File: src/rtl/spi_fifo_pkg.sv
package spi_fifo_pkg;
  localparam int unsigned REG_ADDR_W = 3;
  typedef enum logic [REG_ADDR_W-1:0] {
    REG_TXDATA = 3'd0,
    REG_RXDATA = 3'd1,
    REG_TXMARK = 3'd2,
    REG_RXMARK = 3'd3,
    REG_IRQ_EN = 3'd4,
    REG_IRQ_PEND = 3'd5
  } reg_addr_e;
endpackage

File: src/rtl/byte_fifo.sv
module byte_fifo #(
  parameter int unsigned DEPTH = 8,
  parameter int unsigned WIDTH = 8,
  localparam int unsigned PTR_W = (DEPTH > 1) ? $clog2(DEPTH) : 1,
  localparam int unsigned CNT_W = $clog2(DEPTH + 1)
) (
  input  logic             clk_i,
  input  logic             rst_ni,
  input  logic             push_i,
  input  logic [WIDTH-1:0] data_i,
  input  logic             pop_i,
  output logic [WIDTH-1:0] data_o,
  output logic             full_o,
  output logic             empty_o,
  output logic [CNT_W-1:0] count_o
);
  logic [WIDTH-1:0] mem_q [DEPTH];
  logic [PTR_W-1:0] wr_q, rd_q;
  logic [CNT_W-1:0] cnt_q;
  logic push_ok, pop_ok;

  assign full_o  = (cnt_q == CNT_W'(DEPTH));
  assign empty_o = (cnt_q == '0);
  assign count_o = cnt_q;
  assign data_o  = mem_q[rd_q];
  // full rejects push even with a concurrent pop
  assign push_ok = push_i && !full_o;
  assign pop_ok  = pop_i && !empty_o;

  function automatic logic [PTR_W-1:0] inc(input logic [PTR_W-1:0] p);
    return (p == PTR_W'(DEPTH - 1)) ? '0 : p + 1'b1;
  endfunction

  always_ff @(posedge clk_i or negedge rst_ni) begin
    if (!rst_ni) begin
      wr_q  <= '0;
      rd_q  <= '0;
      cnt_q <= '0;
    end else begin
      if (push_ok) wr_q <= inc(wr_q);
      if (pop_ok) rd_q <= inc(rd_q);
      if (push_ok && !pop_ok) cnt_q <= cnt_q + 1'b1;
      else if (pop_ok && !push_ok) cnt_q <= cnt_q - 1'b1;
    end
  end

  always_ff @(posedge clk_i or negedge rst_ni) begin
    if (!rst_ni) begin
      for (int i = 0; i < DEPTH; i++) mem_q[i] <= '0;
    end else if (push_ok) begin
      mem_q[wr_q] <= data_i;
    end
  end

  AST_NO_OVERFLOW: assert property (@(posedge clk_i) disable iff (!rst_ni)
    cnt_q <= CNT_W'(DEPTH));
  AST_FULL_PUSH_DROP: assert property (@(posedge clk_i) disable iff (!rst_ni)
    (full_o && push_i && !pop_i) |=> full_o && $stable(wr_q));
  AST_EMPTY_POP_HOLD: assert property (@(posedge clk_i) disable iff (!rst_ni)
    (empty_o && pop_i && !push_i) |=> empty_o && $stable(rd_q));
endmodule

File: src/rtl/wm_level.sv
module wm_level #(
  parameter int unsigned CNT_W = 4,
  parameter logic [CNT_W-1:0] RST_MARK = '0,
  parameter bit ABOVE = 1'b0
) (
  input  logic             clk_i,
  input  logic             rst_ni,
  input  logic             we_i,
  input  logic [CNT_W-1:0] mark_i,
  input  logic [CNT_W-1:0] count_i,
  output logic [CNT_W-1:0] mark_o,
  output logic             pend_o
);
  logic [CNT_W-1:0] mark_q;

  always_ff @(posedge clk_i or negedge rst_ni) begin
    if (!rst_ni) mark_q <= RST_MARK;
    else if (we_i) mark_q <= mark_i;
  end

  assign mark_o = mark_q;

  generate
    if (ABOVE) begin : g_above
      assign pend_o = count_i > mark_q;
    end else begin : g_below
      assign pend_o = count_i < mark_q;
    end
  endgenerate
endmodule

File: src/rtl/spi_fifo_irq.sv
module spi_fifo_irq
  import spi_fifo_pkg::*;
#(
  parameter int unsigned DEPTH = 8,
  localparam int unsigned CNT_W = $clog2(DEPTH + 1)
) (
  input  logic                  clk_i,
  input  logic                  rst_ni,
  input  logic                  reg_we_i,
  input  logic                  reg_re_i,
  input  logic [REG_ADDR_W-1:0] reg_addr_i,
  input  logic [31:0]           reg_wdata_i,
  output logic [31:0]           reg_rdata_o,
  output logic                  eng_tx_valid_o,
  output logic [7:0]            eng_tx_data_o,
  input  logic                  eng_tx_pop_i,
  input  logic                  eng_rx_push_i,
  input  logic [7:0]            eng_rx_data_i,
  output logic                  irq_o
);
  logic tx_full, tx_empty, rx_full, rx_empty;
  logic [CNT_W-1:0] tx_cnt, rx_cnt, tx_mark, rx_mark;
  logic [7:0] rx_head;
  logic [1:0] en_q, pend;
  logic tx_push, rx_pop;
  logic unused_wdata;

  assign unused_wdata = ^reg_wdata_i[31:8];
  assign tx_push = reg_we_i && (reg_addr_i == REG_TXDATA);
  assign rx_pop  = reg_re_i && (reg_addr_i == REG_RXDATA);

  byte_fifo #(.DEPTH(DEPTH), .WIDTH(8)) i_tx_fifo (
    .clk_i, .rst_ni,
    .push_i(tx_push), .data_i(reg_wdata_i[7:0]),
    .pop_i(eng_tx_pop_i), .data_o(eng_tx_data_o),
    .full_o(tx_full), .empty_o(tx_empty), .count_o(tx_cnt)
  );

  byte_fifo #(.DEPTH(DEPTH), .WIDTH(8)) i_rx_fifo (
    .clk_i, .rst_ni,
    .push_i(eng_rx_push_i), .data_i(eng_rx_data_i),
    .pop_i(rx_pop), .data_o(rx_head),
    .full_o(rx_full), .empty_o(rx_empty), .count_o(rx_cnt)
  );

  wm_level #(.CNT_W(CNT_W), .RST_MARK(CNT_W'(1)), .ABOVE(1'b0)) i_tx_wm (
    .clk_i, .rst_ni,
    .we_i(reg_we_i && (reg_addr_i == REG_TXMARK)),
    .mark_i(reg_wdata_i[CNT_W-1:0]), .count_i(tx_cnt),
    .mark_o(tx_mark), .pend_o(pend[0])
  );

  wm_level #(.CNT_W(CNT_W), .RST_MARK('0), .ABOVE(1'b1)) i_rx_wm (
    .clk_i, .rst_ni,
    .we_i(reg_we_i && (reg_addr_i == REG_RXMARK)),
    .mark_i(reg_wdata_i[CNT_W-1:0]), .count_i(rx_cnt),
    .mark_o(rx_mark), .pend_o(pend[1])
  );

  always_ff @(posedge clk_i or negedge rst_ni) begin
    if (!rst_ni) en_q <= '0;
    else if (reg_we_i && (reg_addr_i == REG_IRQ_EN)) en_q <= reg_wdata_i[1:0];
  end

  assign irq_o = |(pend & en_q);
  assign eng_tx_valid_o = !tx_empty;

  always_comb begin
    reg_rdata_o = '0;
    case (reg_addr_i)
      REG_TXDATA:   reg_rdata_o[31] = tx_full;
      REG_RXDATA: begin
        reg_rdata_o[31]  = rx_empty;
        reg_rdata_o[7:0] = rx_empty ? 8'h00 : rx_head;
      end
      REG_TXMARK:   reg_rdata_o[CNT_W-1:0] = tx_mark;
      REG_RXMARK:   reg_rdata_o[CNT_W-1:0] = rx_mark;
      REG_IRQ_EN:   reg_rdata_o[1:0] = en_q;
      REG_IRQ_PEND: reg_rdata_o[1:0] = pend;
      default:      reg_rdata_o = '0;
    endcase
  end

  AST_RX_FULL_DROP: assert property (@(posedge clk_i) disable iff (!rst_ni)
    (rx_full && eng_rx_push_i && !rx_pop) |=> rx_full && $stable(rx_head));
  AST_IRQ_NEEDS_EN: assert property (@(posedge clk_i) disable iff (!rst_ni)
    irq_o |-> (en_q != 2'b00));
  AST_TX_EMPTY_PEND: assert property (@(posedge clk_i) disable iff (!rst_ni)
    (tx_empty && tx_mark != '0) |-> pend[0]);
  AST_RX_EMPTY_NO_PEND: assert property (@(posedge clk_i) disable iff (!rst_ni)
    rx_empty |-> !pend[1]);
  AST_EMPTY_READ_ZERO: assert property (@(posedge clk_i) disable iff (!rst_ni)
    (rx_pop && rx_empty) |-> (reg_rdata_o == 32'h8000_0000));
endmodule

File: config.mk
export PLATFORM = sky130hd
export DESIGN_NAME = spi_fifo_irq
export DESIGN_NICKNAME = d
export VERILOG_FILES = /design/src/rtl/spi_fifo_pkg.sv /design/src/rtl/byte_fifo.sv /design/src/rtl/wm_level.sv /design/src/rtl/spi_fifo_irq.sv
export SDC_FILE = /design/constraint.sdc
export NUM_CORES = 1
export LEC_CHECK = 0
export ABC_AREA = 1
export BUFFER_PORTS_ARGS = -buffer_cell sky130_fd_sc_hd__clkbuf_2
export CAP_MARGIN = 20
export CORE_MARGIN = 3
export CORE_UTILIZATION = 36
export CTS_BUF_LIST = sky130_fd_sc_hd__clkbuf_8
export CTS_CLUSTER_DIAMETER = 150
export DETAILED_ROUTE_END_ITERATION = 7
export HOLD_SLACK_MARGIN = 0.05
export PLACE_DENSITY = 0.61
export SETUP_SLACK_MARGIN = 0.3
export SLEW_MARGIN = 0
export SYNTH_ARGS = -nofsm -noshare
export SYNTH_HDL_FRONTEND = slang
export SYNTH_SLANG_ARGS = --single-unit
export TNS_END_PERCENT = 30
File: constraint.sdc
create_clock -name clk_i -period 5.5 [get_ports clk_i]
set_clock_uncertainty 0.15 [all_clocks]
set_input_delay 0.55 -clock clk_i [delete_from_list [all_inputs] [get_ports clk_i]]
set_output_delay 0.55 -clock clk_i [all_outputs]
set_load 0.01 [all_outputs]
Word level (Yosys, flattened, before mapping)
Cells that the tools add are included.
{ "totals": {"reg_bits": 158, "input_bits": 49, "output_inout_bits": 42, "word_cells": 111} }
{ "op_classes": {"n_addsub": 8, "order_cmp": 8, "eq_ne": 11, "muxes": 25, "n_bitwise": 5, "n_reduce_logical": 29} }
{ "op_table": {"columns": ["op", "n"], "rows": [
  ["64-bit bitwise mux", 2],
  ["8-bit 2-to-1 mux", 7],
  ["8-bit binary-select mux with 3-bit select", 2],
  ["8-bit demux with 3-bit select", 2],
  ["4-bit 2-to-1 mux", 5],
  ["3-bit == test, second input constant", 6],
  ["4-bit >= comparator, second input constant", 4],
  ["3-bit inverter with 4-bit output", 4],
  ["1-bit logical AND", 15],
  ["3-bit by 1-bit adder with 3-bit output, second input constant", 4],
  ["3-bit 2-to-1 mux", 4],
  ["2-bit one-hot mux with 5 select lines", 1],
  ["4-bit by 1-bit adder with 4-bit output, second input constant", 2],
  ["4-bit == test, second input constant", 2],
  ["1-bit logical NOT", 8],
  ["4-bit logical NOT", 2],
  ["4-bit by 1-bit less-than comparator with 1-bit output, second input constant", 2],
  ["4-bit by 1-bit subtractor with 4-bit output, second input constant", 2],
  ["3-bit by 2-bit == test with 1-bit output, second input constant", 2],
  ["2-bit one-hot mux with 3 select lines", 1],
  ["4-bit greater-than comparator", 1],
  ["4-bit less-than comparator", 1],
  ["2-bit nonzero test", 2],
  ["3-bit by 1-bit == test with 1-bit output, second input constant", 1],
  ["4 further kinds", 4]
]} }

Depth between registers and ports, before layout
Gate-level depths: netlist of run 1.
{ "logic_depth": {"depth_word": 7, "ltp_mapped": 14, "depth_no_buf": 14} }

By module
A second synthesis of run 1 with hierarchy kept.
{ "unflattened": {"cells_unflattened": 1210, "area_unflattened_um2": 9095.0} }
{ "by_module_without_submodules": {"columns": ["module", "instances", "cells_each", "area_each_um2", "seq_area_each_um2"], "rows": [
  ["byte_fifo at i_tx_fifo", 1, 589, 4242.8, 1851.8],
  ["byte_fifo at i_rx_fifo", 1, 464, 3731.1, 1851.8],
  ["spi_fifo_irq", 1, 101, 640.6, 50.0],
  ["wm_level at i_rx_wm", 1, 30, 250.2, 100.1],
  ["wm_level at i_tx_wm", 1, 26, 230.2, 101.3]
]} }

Least setup slack after synthesis of run 1
Ideal clock, no wire load.
{ "synth_path": {"path_type": "input-to-reg", "from": "in reg_addr_i[0]", "to": "reg i_rx_fifo.cnt_q[3], in the netlist i_rx_fifo.count_o[3]", "setup_ps": 121, "arrival_time_ps": 2311, "t_required_ps": 5229, "slack_ps": 2918, "cell_stages": 14, "path_buffers": 0, "path_cell_list": "inv_1 nor3_4 inv_1 nor2_2 nand2_1 ha_1 inv_1 ha_1 a21oi_1 nand2_1 a21oi_1 o21ai_0 nand2_1 nand2_1"} }
{ "synth_between": {"elab_chain_cells": 6, "elab_cells_between_ends": 8, "cone_classes": "eq/ne: 1; mux: 1; reduce/logical: 6"} }
{ "synth_rtl": {"columns": ["item", "line_no", "source"], "rows": [
  ["from (decl)", "spi_fifo_irq.sv:11", "input logic [REG_ADDR_W-1:0] reg_addr_i,"],
  ["3-bit by 1-bit == test with 1-bit output *", "spi_fifo_irq.sv:30", "assign rx_pop = reg_re_i && (reg_addr_i == REG_RXDATA);"],
  ["1-bit logical AND *", "spi_fifo_irq.sv:30", null],
  ["1-bit logical AND *", "byte_fifo.sv:28", "assign pop_ok = pop_i && !empty_o;"],
  ["1-bit logical NOT", "byte_fifo.sv:42", "if (push_ok && !pop_ok) cnt_q <= cnt_q + 1'b1;"],
  ["1-bit logical AND", "byte_fifo.sv:42", null],
  ["4-bit 2-to-1 mux / 2-bit nonzero test (equally long branches)", null, null],
  ["to (signal assigned)", "byte_fifo.sv:42", null],
  ["to (signal assigned)", "byte_fifo.sv:43", "else if (pop_ok && !push_ok) cnt_q <= cnt_q - 1'b1;"],
  ["to (decl)", "byte_fifo.sv:19", "logic [CNT_W-1:0] cnt_q;"]
]} }
Every way passes the cells marked *; elsewhere a longest branch is shown, timed or not.
A chain may end at the register's enable or synchronous reset.

Worst setup path after layout of run 1
{ "layout_path": {"from": "reg i_tx_fifo.rd_q[0]", "to": "out eng_tx_data_o[5]"} }
{ "layout_between": {"elab_chain_cells": 4} }
{ "layout_rtl": {"columns": ["item", "line_no", "source"], "rows": [
  ["from (decl)", "byte_fifo.sv:18", "logic [PTR_W-1:0] wr_q, rd_q;"],
  ["from (signal assigned)", "byte_fifo.sv:41", "if (pop_ok) rd_q <= inc(rd_q);"],
  ["3-bit inverter with 4-bit output (implied by the code)", "byte_fifo.sv:25", "assign data_o = mem_q[rd_q];"],
  ["8-bit binary-select mux with 3-bit select", "byte_fifo.sv:25", null],
  ["8-bit 2-to-1 mux (implied by the code) (2 in a row)", "byte_fifo.sv:25", null],
  ["to (decl)", "spi_fifo_irq.sv:15", "output logic [7:0] eng_tx_data_o,"]
]} }
No other way between the ends. The select of a mux whose other input is x is not followed.

==> flow_summary_export.csv, run 1 <==
group,metric,value,unit
setup_path,criticalPathCategory,"flip-flop to primary output",
yosys,syn_avg_cell_area,8.19,um^2
sta,slew_viol_final,0,
detailed_routing,drt_first_iter_violations,400,
floorplan,coreArea,0.0214,mm^2
sta,layout_setup_ws,2090,ps
yosys,yosys_warnings,0,
outcome,status,"finished, final reports clean",
setup_path,critPathCaptureType,"primary output",
detailed_routing,wl_per_cell,14.2,um
sta,setup_viol,0,
sta,max_freq,293,MHz
clock_network,htree_levels,4,
clock_network,cts_tree,"done",
detailed_routing,route.detailed.drc,0,
detailed_routing,routed-via-count,6272,
floorplan,rows,53,
detailed_routing,drt-total-wl,18300,um
detailed_routing,drt-vias-per-instance,4.86,
pwr,vdd_drop_max,187,uV
floorplan,die_area,0.0241,mm^2
layout,fin_area,0.00866,mm^2
clock_network,cts_root_buf,"clkbuf_8",
global_route,grt_pass1_vias,5949,
placement,hpwl,11600,um
global_route,grt_overflow,0,
placement,io_buffers,43,
clock_network,clk_pin_slew_worst_paths,90,ps
clock_network,max-clock-path-buffers,2,
detailed_routing,ant_nets,0,
global_route,antenna_found_initial,0,
global_route,grt_max_degree,63,
setup_path,critPathMaxFanout,34,
layout,layout_common_cells,"269 x nand2_1, 185 x o21ai_0, 157 x dfrtp_1, 99 x nor2_1, 73 x inv_1",
sta,hold_viol_final,0,
floorplan,die_x,155,um
sta,min_period,3410,ps
setup_path,arrival,2710,ps
run,cap_violations,0,
placement,dp_slack,2230,ps
yosys,synthesis.area,0.00801,mm^2
clock_network,cts_inserted_buffers,17,
sta,post-route-period-util,0.620,
layout,final_common_cell,"nand2_1",
yosys,synth.distinct_cells,36,
placement,dpl_cell_area,0.00825,mm^2
layout,fin_nets,1077,
pwr,leakage,0.00431,uW
layout,diodes,0,
layout,drive_gt1_frac,0.0925,
yosys,ys_seq_area_frac,0.494,
placement,place_congestion,0.782,
sta,rsz0062_at_grt,"no",
clock_network,clock_latency,460,ps
detailed_routing,drtPass1Iterations,5,
yosys,syn_inst,978,
floorplan,pin_count,91,
layout,fin_util,0.404,
sta,slew_headroom,0.312,
floorplan,die-height,155,um
global_route,grt_usage,0.158,
yosys,ys_ff_latch,158,
pwr,powerDensity,536,mW/mm^2
worst_hold_path,hp-class,"input port to flip-flop",
global_route,grt_first_pass_wirelength,30600,um
setup_path,start_kind,"flip-flop",
clock_network,numClockSinks,158,
layout,syn_to_final_growth,8.16,%
sta,worst_pin_slew,1030,ps
sta,setup_tns,0,ps
setup_path,crit_required,4800,ps
clock_network,post_cts_buffers,0,
floorplan,initial_core_util,0.374,
-- report_power, final --
group / internal [uW] / leakage [uW] / switching, uW
clock network: 429 / 0.000203 / 450
logic: 674 / 0.00207 / 1030
registers: 1670 / 0.00203 / 391
total: 2780 / 0.00431 / 1870
-- cells by family after synthesis --
| kind of cell | count (synthesis) | synth area share |
|---|---|---|
| adder cells (fa/ha/maj) | 25 | 0.0409 |
| AND/OR/NAND/NOR | 414 | 0.207 |
| AO/OA/AOI/OAI | 226 | 0.150 |
| multiplexers | 10 | 0.0128 |
| other | 1 | 0.000468 |
| flip-flops | 158 | 0.494 |
| XOR/XNOR | 4 | 0.00437 |
| buffers and inverters | 140 | 0.0905 |
-- flip-flops by register name, indices dropped and copies added, names as in the netlist --
register and count:
en_q 2, i_rx_fifo.count_o 4, i_rx_fifo.mem_q 64, i_rx_fifo.rd_q 3
i_rx_fifo.wr_q 3, i_rx_wm.mark_o 4, i_tx_fifo.count_o 4, i_tx_fifo.mem_q 64
i_tx_fifo.rd_q 3, i_tx_fifo.wr_q 3, i_tx_wm.mark_o 4
-- critical path, cell delays in order, from the launching register on --
cell and delay, ps:
dfrtp_1 340, buf_4 380, clkinv_1 780, nor2_1 280
o22ai_1 120, nand2_1 110, nand2_1 90, clkbuf_2 140
-- Yosys cell counts (all sizes together) --
| library cell | number | area [um^2] |
|---|---|---|
| a22oi | 2 | 15.0 |
| dfstp | 1 | 26.3 |
| a21oi | 9 | 45.0 |
| nand2 | 273 | 1050 |
| ha | 23 | 288 |
| o21ai | 188 | 941 |
| mux2 | 2 | 22.5 |
| or2 | 2 | 12.5 |
| o22ai | 12 | 75.1 |
| o21a | 1 | 8.76 |
| o211ai | 6 | 45.0 |
| nor3 | 2 | 21.3 |
| xnor2 | 4 | 35.0 |
| inv | 73 | 274 |
| clkinv | 3 | 12.5 |
| dfrtp | 157 | 3930 |
| and2 | 1 | 6.26 |
| conb | 1 | 3.75 |
| nand3 | 34 | 170 |
| mux2i | 8 | 80.1 |
| nor2 | 102 | 400 |
| buf | 47 | 374 |
| fa | 2 | 40.0 |
| clkbuf | 17 | 63.8 |
| o32ai | 8 | 70.1 |
-- through the flow --
stage	power, uW	hold WS (ps)	instances
floorplan	3340	104	1000
global placement	3750	311	1258
detailed placement	3800	318	1258
CTS	4690	278	1291
global route	5090	321	1291
finish	4640	302	1291
-- timing repair --
action                                 4_1_cts  5_1_grt
hold buffers                                 1        0
resized for setup                            0        0
endpoints found under the hold margin       43        0
-- path summary, 6_finish.rpt --
path	startpoint	to	slack, ps	depth (start not counted)
max	i_tx_fifo.rd_q[0]	eng_tx_data_o[5]	2090	7
min	reg_wdata_i[7]	i_tx_fifo.mem_q[63]	300	3
max reg2reg	i_rx_fifo.count_o[0]	i_rx_fifo.count_o[3]	2560	14
min reg2reg	i_tx_fifo.mem_q[15]	i_tx_fifo.mem_q[15]	330	2
max in group asynchronous	rst_ni	i_tx_fifo.mem_q[0]	3610	3
min in group asynchronous	rst_ni	i_rx_fifo.mem_q[38]	430	2
-- routing by layer --
| metal | track usage | vias to the layer above | share of wire |
|---|---|---|---|
| met2 | 0.249 | 119 | 0.44 |
| met1 | 0.221 | 2955 | 0.51 |
| met3 | 0.0328 | 13 | 0.039 |
| met4 | 0.0429 | 0 | 0.011 |
| met5 | 0 | - | 0 |
| li1 | - | 3185 | - |
-- cell type report --
class | count | area (um^2)
clock buffer | 19 | 262
clock inverter | 13 | 141
fill | 2174 | 12800
inverter | 76 | 287
multi-input combinational | 702 | 3410
sequential | 158 | 3960
tap | 275 | 344
timing repair buffer | 48 | 262
(Power assumes the default switching activity.)
==> run 2, diff against run 1 <==
==> constraint.sdc (replaced) <==
create_clock -name clk_i -period 3.6 [get_ports clk_i]
set_clock_uncertainty 0.15 [all_clocks]
set_input_delay 0.36 -clock clk_i [delete_from_list [all_inputs] [get_ports clk_i]]
set_output_delay 0.36 -clock clk_i [all_outputs]
set_load 0.01 [all_outputs]
==> run 2 against run 1 <==
Against the previous run:
- via count up 0.70%
- clock power up 40%
- worst hold slack worse by 180 ps
- largest power group unchanged
- critical path type unchanged
- flip-flop and latch count unchanged
- power up 51%
- die area unchanged
- global-route usage down 0.080 points
- largest cell class unchanged
- count of clock-buffer cells in the layout down 2
- core utilization about the same
- register-to-register slack worse by 1600 ps
==> flow_summary_export.csv, run 2 (synthesis results as in run 1) <==
group,metric,value,unit
floorplan,die_x,155,um
clock_network,holdBufCountCts,1,
floorplan,rows,53,
clock_network,cts_tree,"done",
sta,slew_viol_final,0,
setup_path,critPathCaptureType,"primary output",
worst_hold_path,hp-class,"input port to flip-flop",
layout,reg_top3,"i_rx_fifo.mem_q (64), i_tx_fifo.mem_q (64)",
setup_path,r2r-end,"i_rx_fifo.count_o[3]",
detailed_routing,drt-total-wl,18400,um
outcome,status,"finished, final reports clean",
sta,hold_viol_final,0,
floorplan,die-height,155,um
setup_path,arrival,2220,ps
sta,min_period,2730,ps
global_route,antenna_found_initial,0,
global_route,grt_pass1_vias,5881,
sta,hold_ws,126,ps
detailed_routing,drt-vias-per-instance,4.87,
detailed_routing,routed-via-count,6316,
placement,io_buffers,43,
clock_network,cts_root_buf,"clkbuf_8",
setup_path,slowest_stage,"dfrtp_1",
setup_path,critPathMostFrequentCell,"nand2_1",
floorplan,pin_count,91,
setup_path,slowest_delay,1000,ps
setup_path,r2r_cells,15,
setup_path,criticalPathCategory,"flip-flop to primary output",
layout,final_common_cell,"nand2_1",
detailed_routing,wl_per_cell,14.2,um
clock_network,cts-resized-gates,0,
setup_path,cp_cell_sequence,"o21ai_0, o22ai_1, nand2_1, nand2_1, clkbuf_2",
pwr,vdd_drop_max,291,uV
sta,rsz0062_at_grt,"no",
layout,syn_to_final_growth,8.26,%
detailed_routing,route.detailed.drc,0,
layout,diodes,0,
run,cap_violations,0,
sta,post-route-period-util,0.759,
layout,drive_gt1_frac,0.0979,
setup_path,worstReg2RegStart,"i_rx_fifo.count_o[0]",
floorplan,initial_core_util,0.374,
clock_network,max-clock-path-buffers,2,
setup_path,start_kind,"flip-flop",
setup_path,critPathMaxFanout,32,
setup_path,regToRegSetupSlack,920,ps
sta,slew_headroom,0.339,
setup_path,worstSetupStartpoint,"i_tx_fifo.rd_q[1]",
sta,setup_tns,0,ps
floorplan,die_area,0.0241,mm^2
clock_network,cts_inserted_buffers,17,
layout,nFillCells,2248,
global_route,grt_first_pass_wirelength,30600,um
layout,fin_nets,1082,
clock_network,post_cts_buffers,0,
clock_network,htree_levels,4,
sta,worst_pin_slew,992,ps
setup_path,crit_required,3090,ps
placement,place_congestion,0.823,
clock_network,clk_pin_slew_worst_paths,100,ps
placement,hpwl,11700,um
layout,layout_common_cells,"269 x nand2_1, 185 x o21ai_0, 157 x dfrtp_1, 99 x nor2_1, 72 x inv_1",
setup_path,crit_end,"eng_tx_data_o[3]",
detailed_routing,drtPass1Iterations,5,
global_route,grt_usage,0.157,
clock_network,clock_latency,450,ps
sta,setup_viol,0,
clock_network,numClockSinks,158,
sta,max_freq,366,MHz
global_route,grt_max_degree,84,
detailed_routing,drt_first_iter_violations,434,
detailed_routing,ant_nets,0,
pwr,powerDensity,809,mW/mm^2
floorplan,coreArea,0.0214,mm^2
global_route,grt_overflow,0,
pwr,leakage,0.00432,uW
==> run 2: how the worst min path moves through the flow <==
stage | startpoint | endpoint | slack [ps] | cells past startpoint
finish | eng_rx_data_i[6] | i_rx_fifo.mem_q[14] | 130 | 3
global route | eng_rx_data_i[0] | i_rx_fifo.mem_q[8] | 140 | 3
CTS | reg_re_i | i_rx_fifo.rd_q[0] | 100 | 4
detailed placement | rst_ni | i_rx_fifo.mem_q[38] | 320 | 1
global placement | i_rx_fifo.mem_q[19] | i_rx_fifo.mem_q[19] | 310 | 2
floorplan | rst_ni | en_q[0] | -90 | 0
==> run 2: final cells by class <==
cell class | count | area (um^2) | area share
Sequential cell | 158 | 3960 | 0.456
Clock inverter | 15 | 128 | 0.0147
Multi-Input combinational cell | 702 | 3410 | 0.394
Inverter | 76 | 287 | 0.0330
Tap cell | 275 | 344 | 0.0397
Timing Repair Buffer | 53 | 312 | 0.0359
Clock buffer | 17 | 234 | 0.0270
==> run 2: critical path, delay by kind of cell, from the launching register on <==
kind | cells | cell delay (ps)
AOI/OAI and AO/OA | 2 | 420
and+or+nand+nor | 2 | 200
DFF | 1 | 1000
buffers and inverters | 1 | 140
==> run 2: power breakdown <==
group          leakage, uW  switching [uW]  total (uW)  internal (uW)
Clock             0.000186             726        1230            500
Combinational      0.00210            1620        2680           1060
Sequential         0.00203             552        3110           2560
==> run 2: per-layer routing <==
layer	GRT usage	vias to the layer above	wire length, um
li1	-	3188	-
met1	0.229	2995	9220
met2	0.244	119	8300
met3	0.0267	14	713
met4	0.0374	0	155
met5	0	-	0
==> run 2: metrics by stage <==
| step | total power [uW] | instance area (um^2) | instances | util | setup slack, ps |
|---|---|---|---|---|---|
| floorplan | 5100 | 8090 | 1000 | - | 1200 |
| global route | 7720 | 8670 | 1296 | 0.405 | 574 |
| detailed placement | 5840 | 8300 | 1263 | 0.387 | 829 |
| CTS | 7090 | 8670 | 1296 | 0.405 | 801 |
| finish | 7010 | 8670 | 1296 | 0.405 | 868 |
| global placement | 5760 | 8300 | 1263 | 0.387 | 853 |
